File: src/rtl/sdseq_pkg.sv
package sdseq_pkg;

    typedef enum logic [12:0] {
        ST_IDLE     = 13'b0000000000001,
        ST_PREALL   = 13'b0000000000010,
        ST_LOADMODE = 13'b0000000000100,
        ST_AR       = 13'b0000000001000,
        ST_AR2      = 13'b0000000010000,
        ST_ACT      = 13'b0000000100000,
        ST_WR_WAIT  = 13'b0000001000000,
        ST_WR_CMD   = 13'b0000010000000,
        ST_WR_BURST = 13'b0000100000000,
        ST_RD_WAIT  = 13'b0001000000000,
        ST_RD_CMD   = 13'b0010000000000,
        ST_RD_LAT   = 13'b0100000000000,
        ST_RD_BURST = 13'b1000000000000
    } state_e;

    typedef enum logic [1:0] {
        OP_ACCESS   = 2'b00,
        OP_LOADMODE = 2'b01,
        OP_PREALL   = 2'b10,
        OP_REFRESH  = 2'b11
    } op_e;

    typedef struct packed {
        logic cs_n;
        logic ras_n;
        logic cas_n;
        logic we_n;
    } cmd_t;

    localparam cmd_t CMD_NOP     = '{1'b0, 1'b1, 1'b1, 1'b1};
    localparam cmd_t CMD_ACT     = '{1'b0, 1'b0, 1'b1, 1'b1};
    localparam cmd_t CMD_READ    = '{1'b0, 1'b1, 1'b0, 1'b1};
    localparam cmd_t CMD_WRITE   = '{1'b0, 1'b1, 1'b0, 1'b0};
    localparam cmd_t CMD_PRE     = '{1'b0, 1'b0, 1'b1, 1'b0};
    localparam cmd_t CMD_REFRESH = '{1'b0, 1'b0, 1'b0, 1'b1};
    localparam cmd_t CMD_MODE    = '{1'b0, 1'b0, 1'b0, 1'b0};

endpackage

File: src/rtl/sdseq_fsm.sv
module sdseq_fsm
    import sdseq_pkg::*;
#(
    parameter int BANK_W = 1,
    parameter int ADDR_W = 11,
    parameter int COL_W  = 8,
    parameter int RCD_W  = 2,
    parameter int CAS_W  = 2,
    parameter int BL_W   = 3
) (
    input  logic              clk,
    input  logic              rst_n,
    input  logic              req_valid,
    input  op_e               req_op,
    input  logic              req_write,
    input  logic [BANK_W-1:0] req_bank,
    input  logic [ADDR_W-1:0] req_row,
    input  logic [COL_W-1:0]  req_col,
    input  logic [RCD_W-1:0]  cfg_rcd,
    input  logic [CAS_W-1:0]  cfg_cas,
    input  logic [BL_W-1:0]   cfg_burst,
    input  logic              ref_req,
    output state_e            state_q,
    output logic [BANK_W-1:0] bank_q,
    output logic [ADDR_W-1:0] row_q,
    output logic [COL_W-1:0]  col_q,
    output logic              done_q,
    output logic              req_accept
);

    localparam int CNT_A = (RCD_W > CAS_W) ? RCD_W : CAS_W;
    localparam int CNT_W = (CNT_A > BL_W) ? CNT_A : BL_W;

    typedef struct packed {
        state_e            state;
        logic [CNT_W-1:0]  cnt;
        logic [CAS_W-1:0]  cas;
        logic [BL_W-1:0]   bl;
        logic              write;
        logic [BANK_W-1:0] bank;
        logic [ADDR_W-1:0] row;
        logic [COL_W-1:0]  col;
        logic              done;
    } regs_t;

    regs_t q, d;
    logic  cnt_zero;

    always_comb begin
        d          = q;
        cnt_zero   = (q.cnt == '0);
        req_accept = (q.state == ST_IDLE) && req_valid && !ref_req;
        unique case (q.state)
            ST_IDLE: begin
                if (ref_req) begin
                    d.state = ST_AR;
                end else if (req_valid) begin
                    d.bank  = req_bank;
                    d.row   = req_row;
                    d.col   = req_col;
                    d.write = req_write;
                    d.cas   = cfg_cas;
                    d.bl    = cfg_burst;
                    d.cnt   = CNT_W'(cfg_rcd);
                    case (req_op)
                        OP_PREALL:   d.state = ST_PREALL;
                        OP_LOADMODE: d.state = ST_LOADMODE;
                        OP_REFRESH:  d.state = ST_AR;
                        default:     d.state = ST_ACT;
                    endcase
                end
            end
            ST_PREALL, ST_LOADMODE, ST_AR2: d.state = ST_IDLE;
            ST_AR:  d.state = ST_AR2;
            ST_ACT: d.state = q.write ? ST_WR_WAIT : ST_RD_WAIT;
            ST_WR_WAIT, ST_RD_WAIT: begin
                if (cnt_zero) d.state = (q.state == ST_WR_WAIT) ? ST_WR_CMD : ST_RD_CMD;
                else          d.cnt   = q.cnt - CNT_W'(1);
            end
            ST_WR_CMD: begin
                if (q.bl == '0) begin
                    d.state = ST_IDLE;
                end else begin
                    d.state = ST_WR_BURST;
                    d.cnt   = CNT_W'(q.bl) - CNT_W'(1);
                end
            end
            ST_WR_BURST, ST_RD_BURST: begin
                if (cnt_zero) d.state = ST_IDLE;
                else          d.cnt   = q.cnt - CNT_W'(1);
            end
            ST_RD_CMD: begin
                if (q.cas == '0) begin
                    d.state = ST_RD_BURST;
                    d.cnt   = CNT_W'(q.bl);
                end else begin
                    d.state = ST_RD_LAT;
                    d.cnt   = CNT_W'(q.cas) - CNT_W'(1);
                end
            end
            ST_RD_LAT: begin
                if (cnt_zero) begin
                    d.state = ST_RD_BURST;
                    d.cnt   = CNT_W'(q.bl);
                end else begin
                    d.cnt = q.cnt - CNT_W'(1);
                end
            end
            default: d.state = ST_IDLE;
        endcase
        d.done = (d.state == ST_IDLE) && (q.state != ST_IDLE);
    end

    always_ff @(posedge clk or negedge rst_n) begin
        if (!rst_n) begin
            q       <= '0;
            q.state <= ST_IDLE;
        end else begin
            q <= d;
        end
    end

    assign state_q = q.state;
    assign bank_q  = q.bank;
    assign row_q   = q.row;
    assign col_q   = q.col;
    assign done_q  = q.done;

    assert_state_onehot_R1: assert property (@(posedge clk) disable iff (!rst_n)
        $countones(q.state) == 1);

    assert_refresh_two_step_R4: assert property (@(posedge clk) disable iff (!rst_n)
        (q.state == ST_AR) |=> (q.state == ST_AR2));

    assert_refresh_first_R5: assert property (@(posedge clk) disable iff (!rst_n)
        (q.state == ST_IDLE && ref_req) |=> (q.state == ST_AR));

    assert_act_then_wait_R6: assert property (@(posedge clk) disable iff (!rst_n)
        (q.state == ST_ACT) |=> (q.state == ST_WR_WAIT || q.state == ST_RD_WAIT));

    assert_fields_held_R11: assert property (@(posedge clk) disable iff (!rst_n)
        (q.state != ST_IDLE) |=> ($stable(q.row) && $stable(q.col) && $stable(q.bank)));

endmodule

File: src/rtl/sdseq_cmd_encode.sv
module sdseq_cmd_encode
    import sdseq_pkg::*;
#(
    parameter int BANK_W = 1,
    parameter int ADDR_W = 11,
    parameter int COL_W  = 8,
    parameter int AP_BIT = 10
) (
    input  state_e            state,
    input  logic [BANK_W-1:0] bank,
    input  logic [ADDR_W-1:0] row,
    input  logic [COL_W-1:0]  col,
    output cmd_t              cmd,
    output logic [BANK_W-1:0] ba,
    output logic [ADDR_W-1:0] addr,
    output logic              wr_en,
    output logic              rd_cap,
    output logic              ref_clr
);

    localparam logic [ADDR_W-1:0] AP_MASK = ADDR_W'(1) << AP_BIT;

    logic [ADDR_W-1:0] col_addr;
    assign col_addr = ADDR_W'(col) | AP_MASK;

    always_comb begin
        cmd     = CMD_NOP;
        ba      = '0;
        addr    = '0;
        wr_en   = 1'b0;
        rd_cap  = 1'b0;
        ref_clr = 1'b0;
        unique case (state)
            ST_PREALL: begin
                cmd  = CMD_PRE;
                addr = AP_MASK;
            end
            ST_LOADMODE: begin
                cmd  = CMD_MODE;
                addr = row;
            end
            ST_AR: begin
                cmd     = CMD_REFRESH;
                ref_clr = 1'b1;
            end
            ST_ACT: begin
                cmd  = CMD_ACT;
                ba   = bank;
                addr = row;
            end
            ST_WR_CMD: begin
                cmd   = CMD_WRITE;
                ba    = bank;
                addr  = col_addr;
                wr_en = 1'b1;
            end
            ST_WR_BURST: wr_en = 1'b1;
            ST_RD_CMD: begin
                cmd  = CMD_READ;
                ba   = bank;
                addr = col_addr;
            end
            ST_RD_BURST: rd_cap = 1'b1;
            default: ;
        endcase
    end

endmodule

File: src/rtl/sdram_cmd_seq.sv
module sdram_cmd_seq
    import sdseq_pkg::*;
#(
    parameter int BANK_W = 1,
    parameter int ADDR_W = 11,
    parameter int COL_W  = 8,
    parameter int AP_BIT = 10,
    parameter int RCD_W  = 2,
    parameter int CAS_W  = 2,
    parameter int BL_W   = 3
) (
    input  logic              clk,
    input  logic              rst_n,
    input  logic              req_valid,
    input  logic [1:0]        req_op,
    input  logic              req_write,
    input  logic [BANK_W-1:0] req_bank,
    input  logic [ADDR_W-1:0] req_row,
    input  logic [COL_W-1:0]  req_col,
    input  logic [RCD_W-1:0]  cfg_rcd,
    input  logic [CAS_W-1:0]  cfg_cas,
    input  logic [BL_W-1:0]   cfg_burst,
    input  logic              ref_req,
    output logic              req_accept,
    output logic              ref_clr,
    output logic              sd_cs_n,
    output logic              sd_ras_n,
    output logic              sd_cas_n,
    output logic              sd_we_n,
    output logic [BANK_W-1:0] sd_ba,
    output logic [ADDR_W-1:0] sd_addr,
    output logic              wr_data_en,
    output logic              rd_capture,
    output logic              op_done
);

    state_e            state;
    logic [BANK_W-1:0] bank;
    logic [ADDR_W-1:0] row;
    logic [COL_W-1:0]  col;
    cmd_t              cmd;

    sdseq_fsm #(
        .BANK_W(BANK_W), .ADDR_W(ADDR_W), .COL_W(COL_W),
        .RCD_W(RCD_W), .CAS_W(CAS_W), .BL_W(BL_W)
    ) fsm_i (
        .clk(clk), .rst_n(rst_n), .req_valid(req_valid), .req_op(op_e'(req_op)),
        .req_write(req_write), .req_bank(req_bank), .req_row(req_row), .req_col(req_col),
        .cfg_rcd(cfg_rcd), .cfg_cas(cfg_cas), .cfg_burst(cfg_burst), .ref_req(ref_req),
        .state_q(state), .bank_q(bank), .row_q(row), .col_q(col),
        .done_q(op_done), .req_accept(req_accept)
    );

    sdseq_cmd_encode #(
        .BANK_W(BANK_W), .ADDR_W(ADDR_W), .COL_W(COL_W), .AP_BIT(AP_BIT)
    ) enc_i (
        .state(state), .bank(bank), .row(row), .col(col),
        .cmd(cmd), .ba(sd_ba), .addr(sd_addr),
        .wr_en(wr_data_en), .rd_cap(rd_capture), .ref_clr(ref_clr)
    );

    assign sd_cs_n  = cmd.cs_n;
    assign sd_ras_n = cmd.ras_n;
    assign sd_cas_n = cmd.cas_n;
    assign sd_we_n  = cmd.we_n;

    assert_write_opens_burst_R7: assert property (@(posedge clk) disable iff (!rst_n)
        $rose(wr_data_en) |-> (!sd_cs_n && sd_ras_n && !sd_cas_n && !sd_we_n && sd_addr[AP_BIT]));

    assert_read_excludes_write_R8: assert property (@(posedge clk) disable iff (!rst_n)
        (!sd_cs_n && sd_ras_n && !sd_cas_n && sd_we_n) |=> !wr_data_en);

    assert_done_single_R9: assert property (@(posedge clk) disable iff (!rst_n)
        op_done |=> !op_done);

endmodule

File: config.mk
export PLATFORM = sky130hd
export DESIGN_NAME = sdram_cmd_seq
export DESIGN_NICKNAME = d
export VERILOG_FILES = /design/src/rtl/sdseq_pkg.sv /design/src/rtl/sdseq_fsm.sv /design/src/rtl/sdseq_cmd_encode.sv /design/src/rtl/sdram_cmd_seq.sv
export SDC_FILE = /design/constraint.sdc
export NUM_CORES = 1
export LEC_CHECK = 0
export ABC_AREA = 1
export BUFFER_PORTS_ARGS = -buffer_cell sky130_fd_sc_hd__buf_2
export CAP_MARGIN = 15
export CORE_UTILIZATION = 49
export CTS_CLUSTER_SIZE = 8
export DETAILED_ROUTE_END_ITERATION = 12
export PLACE_DENSITY = 0.88
export SYNTH_ARGS = -nofsm -noshare
export SYNTH_HDL_FRONTEND = slang
export SYNTH_SLANG_ARGS = --single-unit
File: constraint.sdc
create_clock -name clk -period 1.7 [get_ports clk]
set_clock_uncertainty 0.1 [all_clocks]
set_input_delay 0.17 -clock clk [delete_from_list [all_inputs] [get_ports clk]]
set_output_delay 0.17 -clock clk [all_outputs]
set_load 0.1 [all_outputs]
==> run_results.csv, run 1 <==
group,metric,value,unit
synthesis,synth-simple-area-share,0.359,
cts,clockBufferDepth,2,
synthesis,synth_seq_area_share,0.426,
outcome,stop_error,"[ERROR DPL-0038] Utilization greater than 100%, impossible to legalize",
cts,cts_max_level,2,
outcome,status,"did not finish",
synthesis,synth_xor_area_frac,0.00692,
timing,crit_endpoint,"sd_we_n",
synthesis,synth_top_family_by_area,"simple AND/OR/NAND/NOR gates",
synthesis,synth_fa_ha_area_frac,0.0198,
floorplanning,fp.dieH,73.9,µm
synthesis,ys_ff_latch,43,
place,dp_hpwl,5.30,mm
floorplanning,core.rowCount,25,
synthesis,synth_cell_types,35,
cts,numCtsBuffers,5,
synthesis,yosys_warnings,0,
place,io_buffers,53,
floorplanning,die_w,73.9,µm
place,gp_congestion,0.895,
timing,worstEpCategory,"top-level output",
floorplanning,top_level_ports,55,
synthesis,avgSynthCellArea,7.74,µm²
synthesis,synth_area,2530,µm²
floorplanning,initial_core_util,0.522,
outcome,stop_stage,"global routing (5_1_grt)",
cts,root_buffer,"clkbuf_8",
global_routing,grt_max_degree,44,
synthesis,synth_nets,365,
cts,cts_sinks,43,
synthesis,synth_compound_area_frac,0.0945,
synthesis,synthCells,327,
synthesis,synth.area.mux_share,0,
[cells in the mapped netlist]
| cell | number | area share |
|---|---|---|
| nand2_1 | 108 | 0.16 |
| dfrtp_1 | 42 | 0.42 |
| inv_1 | 39 | 0.058 |
| nor2_1 | 33 | 0.049 |
| nand3_1 | 18 | 0.036 |
| o21ai_0 | 17 | 0.034 |
| a22o_1 | 8 | 0.028 |
| nand2_2 | 6 | 0.015 |
| nor2_2 | 6 | 0.015 |
| buf_6 | 5 | 0.022 |
| nand4_1 | 5 | 0.012 |
| ha_1 | 4 | 0.020 |
| a21oi_1 | 3 | 0.0059 |
| inv_2 | 3 | 0.0045 |
| nand2_4 | 3 | 0.013 |
| nor2_4 | 3 | 0.013 |
| nor2_8 | 3 | 0.024 |
| buf_4 | 2 | 0.0059 |
| o211ai_1 | 2 | 0.0059 |
| o22ai_1 | 2 | 0.0049 |
| a2111oi_0 | 1 | 0.0035 |
| a31o_2 | 1 | 0.0035 |
| a31oi_1 | 1 | 0.0025 |
| a32o_1 | 1 | 0.0040 |
| and3b_1 | 1 | 0.0035 |
| conb_1 | 1 | 0.0015 |
| dfstp_2 | 1 | 0.010 |
| inv_4 | 1 | 0.0025 |
| nand3b_1 | 1 | 0.0030 |
| nand4_2 | 1 | 0.0049 |
| nor3_4 | 1 | 0.0064 |
| o21bai_1 | 1 | 0.0030 |
| or2_4 | 1 | 0.0035 |
| xnor2_1 | 1 | 0.0035 |
| xor2_1 | 1 | 0.0035 |
[per-stage QoR]
stage                     instances  area [µm²]  worst slack [ns]  hold WS, ns
after floorplan                 327        2620            -0.464       -0.226
after detailed placement        495        3580            -0.222        0.178
after CTS                       545        4480            -0.501      0.00220
after global placement          495        3580            -0.159        0.169
[cell families after synthesis]
group           after synthesis
simple gates                190
buf+inv                      50
flops                        43
compound gates               37
fa+ha+maj                     4
xor+xnor                      2
other cells                   1
[timing repair]
item,CTS
setup endpoints to repair,56
pin swaps,32
gates resized for setup,112
buffers inserted,16
hold buffers,27
gates cloned,3
hold endpoints to repair,68
==> run 2: changes to the inputs <==
--- a/config.mk
+++ b/config.mk
@@ -8,10 +8,9 @@
 export ABC_AREA = 1
 export BUFFER_PORTS_ARGS = -buffer_cell sky130_fd_sc_hd__buf_2
 export CAP_MARGIN = 15
-export CORE_UTILIZATION = 49
-export CTS_CLUSTER_SIZE = 8
+export CORE_UTILIZATION = 40
 export DETAILED_ROUTE_END_ITERATION = 12
-export PLACE_DENSITY = 0.88
+export PLACE_DENSITY_LB_ADDON = 0.15
 export SYNTH_ARGS = -nofsm -noshare
 export SYNTH_HDL_FRONTEND = slang
 export SYNTH_SLANG_ARGS = --single-unit
==> constraint.sdc (replaced) <==
create_clock -name clk -period 2.2 [get_ports clk]
set_clock_uncertainty 0.1 [all_clocks]
set_input_delay 0.22 -clock clk [delete_from_list [all_inputs] [get_ports clk]]
set_output_delay 0.22 -clock clk [all_outputs]
set_load 0.1 [all_outputs]
==> run_results.csv, run 2 <==
group,metric,value,unit
layout,final_nets,451,
synthesis,synth_common_cells,"nand2_1, dfrtp_1, inv_1, nor2_1, nand3_1",
setup_path,critical_path_required,1.88,ns
synthesis,synth_ff_type,"dfrtp_1",
routing,via_count,2369,
worst_hold_path,min_to,"fsm_i.state_q[5]",
timing,tightest_slew,0.554,ns
synthesis,synth_edf_count,0,
global_routing,antenna_found_initial,0,
timing,hold_ws,0.00594,ns
floorplanning,top_level_ports,55,
synthesis,synth_nets,365,
cts,cts_sinks,43,
setup_path,r2r-end,"fsm_i.q[28]",
synthesis,synth_area,2530,µm²
routing,wl_met1,3.02,mm
floorplanning,die_w,81.5,µm
floorplanning,core.rowCount,28,
cts,cts_max_level,2,
floorplanning,fp.dieH,81.5,µm
synthesis,synth_seq_area_share,0.426,
synthesis,synth_top_area_cell,"dfrtp_1",
routing,antenna_left,0,
power_and_ir_drop,combPwrFrac,0.491,
worst_hold_path,min_path_cells,2,
place,io_buffers,53,
layout,fin_cells,489,
floorplanning,initial_core_util,0.420,
setup_path,criticalPathCategory,"flip-flop to output port",
timing,fin_crit,2.28,ns
synthesis,synth.top_cell.area_share,0.415,
job,drv_cap,0,
floorplanning,die_area,6650,µm²
cts,cts.clk_slew.worst_paths,0.09,ns
global_routing,overflow,0,
timing,fin_crit_sh,1.03,
cts,root_buffer,"clkbuf_8",
synthesis,synthCells,327,
setup_path,worst-path-max-fanout,5,
cts,numCtsBuffers,5,
routing,wl_per_cell,13.7,µm
synthesis,yosys_warnings,0,
power_and_ir_drop,swShare,0.442,
setup_path,critPathBufInv,2,
synthesis,ys_ff_latch,43,
layout,seq_area,1080,µm²
routing,wl_met3,319,µm
global_routing,grt_pass1_vias,2301,
layout,fin_area,3650,µm²
timing,grt_setup_unrepaired,"yes",
synthesis,avgSynthCellArea,7.74,µm²
layout,fill_cells,544,
timing,fmax,0.439,GHz
timing,setup_violations,12,
timing,relSlewSlack,0.631,
global_routing,grt_pass1_wl,10.8,mm
layout,n_antenna_cell,0,
cts,clkLatencyLatePin,0.30,ns
setup_path,worstPathCellList,"or2_4 > nor2_8 > nand4_4 > nand2_4 > clkbuf_16 > a22o_4 > buf_12",
routing,wl,6.72,mm
place,preCtsSetupSlack,0.181,ns
setup_path,cp_slowest_stage_delay,0.42,ns
cts,cts_tree,"yes",
routing,drtPass1Iterations,4,
synthesis,yosysMostFrequentCell,"nand2_1",
routing,routed_via_density,4.84,
place,dp_cells,458,
timing,fin_tns_setup,-0.658,ns
layout,syn_to_final_growth,44.3,%
place,gp_congestion,0.895,
worst_hold_path,min-delay-path-class,"input port to flip-flop",
layout,most-common-layout-cells,"nand2_1, dfrtp_1, buf_2, inv_1, nor2_1",
global_routing,grt_max_degree,44,
timing,hold_viol_final,0,
setup_path,cp-start-kind,"flip-flop",
routing,highest_layer,"met4",
power_and_ir_drop,power.static_leakage,1.98,nW
setup_path,cpMaxStageDelayCell,"dfrtp_1",
layout,drive_gt1_frac,0.355,
worst_hold_path,hp-start,"req_op[0]",
power_and_ir_drop,power.internal,2.07,mW
outcome,violations,"setup timing",
setup_path,rr_worst_depth,11,
layout,largest_register_ff_count,13,
global_routing,grt_usage,0.218,
timing,slew_violations,0,
power_and_ir_drop,netSwitchingPower,1.63,mW
outcome,status,"finished with violations",
layout,final_common_cell,"nand2_1",
place,place_area,3190,µm²
routing,wl_met2,3.24,mm
setup_path,r2r_start,"fsm_i.state_q[6]",
setup_path,cp.arrival,1.96,ns
timing,setup_slack,-0.0760,ns
setup_path,cp-end-kind,"output port",
layout,multi_input_area,1380,µm²
power_and_ir_drop,vdd_drop_max,0.882,mV
power_and_ir_drop,clkPwrFrac,0.166,
setup_path,crit_family,"simple AND/OR/NAND/NOR gates",
synthesis,synthArstFlopShare,1.00,
cts,clockBufferDepth,2,
place,dp_hpwl,4.65,mm
routing,drc,0,
power_and_ir_drop,p_per_area,1010,nW/µm²
power_and_ir_drop,pwr-share-seq,0.344,
routing,drt_iter0_drc,87,
floorplanning,coreArea,6030,µm²
synthesis,synth_area_leaders,"dfrtp_1, nand2_1, inv_1, nor2_1, nand3_1",
setup_path,ff2ff_setup_slack,0.17,ns
synthesis,synth_cell_types,35,
-- run 2: how the worst max path moves through the flow --
stage | endpoint | cells past startpoint | slack [ns] | startpoint
6_report | sd_addr[3] | 7 | -0.08 | fsm_i.state_q[9]
5_1_grt | sd_cas_n | 8 | -0.13 | fsm_i.state_q[9]
4_1_cts | sd_addr[3] | 8 | -0.05 | fsm_i.state_q[7]
3_5_place_dp | sd_cas_n | 9 | 0.18 | fsm_i.state_q[0]
3_3_place_gp | sd_cas_n | 6 | 0.23 | fsm_i.state_q[9]
2_1_floorplan | sd_cas_n | 7 | -0.24 | fsm_i.state_q[9]
-- run 2: cell families after synthesis --
| group | after synthesis | share of synthesized area |
|---|---|---|
| AOI/OAI and AO/OA | 37 | 0.0945 |
| and+or+nand+nor | 190 | 0.359 |
| xor gates and xnor gates | 2 | 0.00693 |
| adders and majority gates | 4 | 0.0198 |
| DFF | 43 | 0.426 |
| buffers and inverters | 50 | 0.0930 |
| other | 1 | 0.00148 |
-- run 2: layer usage --
metal  vias to the layer above  GRT usage
met5                         -          0
met4                         0     0.0714
met3                        16     0.0522
met2                        61      0.358
met1                      1090      0.282
li1                       1202          -
-- run 2: power groups by stage --
| stage | Sequential, mW | Combinational [mW] | Clock (mW) |
|---|---|---|---|
| 5_1_grt | 1.31 | 2.01 | 0.654 |
| 6_report | 1.27 | 1.82 | 0.613 |
| 4_1_cts | 1.26 | 1.73 | 0.621 |
| 3_3_place_gp | 1.24 | 1.60 | 0 |
| 2_1_floorplan | 1.27 | 1.14 | 0 |
| 3_5_place_dp | 1.24 | 1.62 | 0 |
-- run 2: final cells by class --
class | instances | share of cell area
Timing Repair Buffer | 86 | 0.226
Clock buffer | 7 | 0.0209
Clock inverter | 1 | 0.00823
Multi-Input combinational cell | 234 | 0.378
Inverter | 43 | 0.0456
Tap cell | 75 | 0.0257
Sequential cell | 43 | 0.296
-- run 2: repair_timing --
item                                    in CTS  in global routing
gates resized for setup                     27                  9
hold buffers                                 1                  0
setup buffers                                9                 12
pin swaps                                   12                 16
gates cloned                                 0                  1
endpoints found under the setup margin      16                 17
endpoints found under the hold margin       42                  0
-- run 2: per-stage QoR --
| step | total power [mW] | utilization |
|---|---|---|
| after floorplan | 2.42 | - |
| after global placement | 2.84 | 0.529 |
| after detailed placement | 2.86 | 0.529 |
| after CTS | 3.61 | 0.581 |
| after global routing | 3.97 | 0.606 |
| final | 3.70 | 0.606 |
(Power assumes the default switching activity.)
==> run 3: changes to the inputs <==
--- a/config.mk
+++ b/config.mk
@@ -11,6 +11,7 @@
 export CORE_UTILIZATION = 40
 export DETAILED_ROUTE_END_ITERATION = 12
 export PLACE_DENSITY_LB_ADDON = 0.15
+export SETUP_SLACK_MARGIN = 0.3
 export SYNTH_ARGS = -nofsm -noshare
 export SYNTH_HDL_FRONTEND = slang
 export SYNTH_SLANG_ARGS = --single-unit
==> run_results.csv, run 3 (synthesis results as in run 2) <==
group,metric,value,unit
global_routing,grt_pass1_vias,2434,
setup_path,r2r-end,"fsm_i.q[23]",
timing,hold_viol_final,0,
routing,drtPass1Iterations,4,
timing,setup_slack,-0.298,ns
routing,routed_via_density,5.35,
cts,clkLatencyLatePin,0.30,ns
floorplanning,top_level_ports,55,
outcome,status,"finished with violations",
floorplanning,initial_core_util,0.420,
layout,n_antenna_cell,0,
outcome,violations,"setup timing",
routing,drt_iter0_drc,234,
setup_path,cp-end-kind,"output port",
routing,antenna_left,0,
routing,via_count,2728,
setup_path,crit_end,"sd_we_n",
place,gp_congestion,0.904,
global_routing,overflow,0,
place,io_buffers,53,
routing,wl_met1,3.55,mm
power_and_ir_drop,p_per_area,967,nW/µm²
layout,drive_gt1_frac,0.520,
timing,slew_violations,0,
setup_path,critical_path_required,1.88,ns
timing,fin_crit,2.50,ns
cts,cts_tree,"yes",
layout,fin_area,4290,µm²
setup_path,worstPathCellList,"or2_4 > nor3_4 > buf_4 > nand4_1 > nand2_1 > inv_2 > nand3_2 > buf_12",
cts,root_buffer,"clkbuf_8",
place,dp_cells,461,
floorplanning,die_area,6650,µm²
worst_hold_path,min-delay-path-class,"input port to flip-flop",
layout,most-common-layout-cells,"nand2_1, dfrtp_1, buf_2, nand2_2, inv_1",
place,dp_hpwl,4.65,mm
routing,wl_per_cell,17.1,µm
cts,clockBufferDepth,2,
cts,cts.clk_slew.worst_paths,0.09,ns
timing,tightest_slew,0.565,ns
cts,cts_sinks,43,
cts,numCtsBuffers,5,
global_routing,antenna_found_initial,0,
global_routing,grt_max_degree,44,
layout,final_common_cell,"nand2_1",
floorplanning,core.rowCount,28,
global_routing,grt_pass1_wl,11.9,mm
setup_path,worst-path-max-fanout,3,
layout,largest_register_ff_count,13,
setup_path,cp_slowest_stage_delay,0.41,ns
floorplanning,fp.dieH,81.5,µm
setup_path,ff2ff_setup_slack,0.05,ns
setup_path,startpoint,"fsm_i.state_q[12]",
setup_path,cp.arrival,2.18,ns
timing,relSlewSlack,0.623,
power_and_ir_drop,vdd_drop_max,0.563,mV
global_routing,grt_usage,0.241,
timing,setup_violations,16,
floorplanning,die_w,81.5,µm
job,drv_cap,0,
routing,wl,8.73,mm
floorplanning,coreArea,6030,µm²
power_and_ir_drop,power.static_leakage,2.24,nW
routing,highest_layer,"met4",
setup_path,r2r_start,"fsm_i.state_q[11]",
layout,syn_to_final_growth,69.5,%
setup_path,rr_worst_depth,13,
routing,drc,0,
setup_path,criticalPathCategory,"flip-flop to output port",
timing,fin_crit_sh,1.14,
cts,cts_max_level,2,
layout,final_nets,472,
routing,wl_met3,390,µm
layout,fin_cells,510,
timing,grt_setup_unrepaired,"yes",
setup_path,cp-start-kind,"flip-flop",
place,place_area,3270,µm²
routing,wl_met2,4.39,mm
timing,fmax,0.400,GHz
setup_path,cpMaxStageDelayCell,"dfrtp_1",
run 3: area by class of cell:
| class | count | area, µm² |
|---|---|---|
| clock buffers | 6 | 82.6 |
| clock inverters | 2 | 16.3 |
| fillers | 415 | 1740 |
| inverters | 43 | 191 |
| multi-input cells | 235 | 1680 |
| flip-flops and latches | 43 | 1080 |
| well taps | 75 | 93.8 |
| repair buffers | 104 | 1120 |
| repair inverters | 2 | 27.5 |
run 3: worst max-delay path, delay by kind of cell (launching register included):
kind                   cells  cell delay (ns)
buffers and inverters      3             0.39
and+or+nand+nor            5             1.06
DFF                        1             0.41
run 3: timing repair:
item | 4_1_cts | 5_1_grt
endpoints found under the hold margin | 42 | 0
gates resized for setup | 76 | 82
hold buffers | 1 | 0
pin swaps | 35 | 30
cloned | 4 | 2
setup endpoints to repair | 42 | 52
buffers inserted | 15 | 19
run 3: worst min path at each step:
| stage | startpoint | endpoint | cells past startpoint |
|---|---|---|---|
| floorplan | rst_n | fsm_i.bank_q | 0 |
| detailed placement | rst_n | fsm_i.row_q[9] | 2 |
| finish | req_row[4] | fsm_i.row_q[4] | 3 |
| global placement | rst_n | fsm_i.row_q[9] | 2 |
| global route | req_col[5] | fsm_i.col_q[5] | 3 |
| CTS | req_row[4] | fsm_i.row_q[4] | 3 |
run 3: where the power goes:
part | leakage [nW] | switching (mW) | internal [mW]
Sequential | 0.555 | 0.204 | 1.07
Combinational | 1.63 | 1.42 | 0.891
Clock | 0.0474 | 0.312 | 0.257
Total | 2.24 | 1.93 | 2.22
run 3: per-stage QoR:
stage / power (mW) / worst slack, ns / util / hold slack (ns) / setup TNS [ns]
after global routing: 4.37 / -0.339 / 0.712 / 0.0122 / -3.94
after detailed placement: 2.93 / 0.136 / 0.543 / 0.237 / 0
after global placement: 2.92 / 0.165 / 0.543 / 0.229 / 0
final: 4.15 / -0.298 / 0.712 / 0.00989 / -3.16
after floorplan: 2.46 / -0.0133 / - / -0.176 / -0.0133
after CTS: 3.86 / -0.0921 / 0.636 / 0.00207 / -0.752
run 3: layer usage:
| metal | GRT usage | vias to the layer above |
|---|---|---|
| met1 | 0.296 | 1323 |
| met5 | 0 | - |
| li1 | - | 1257 |
| met3 | 0.0378 | 34 |
| met4 | 0.114 | 0 |
| met2 | 0.412 | 114 |
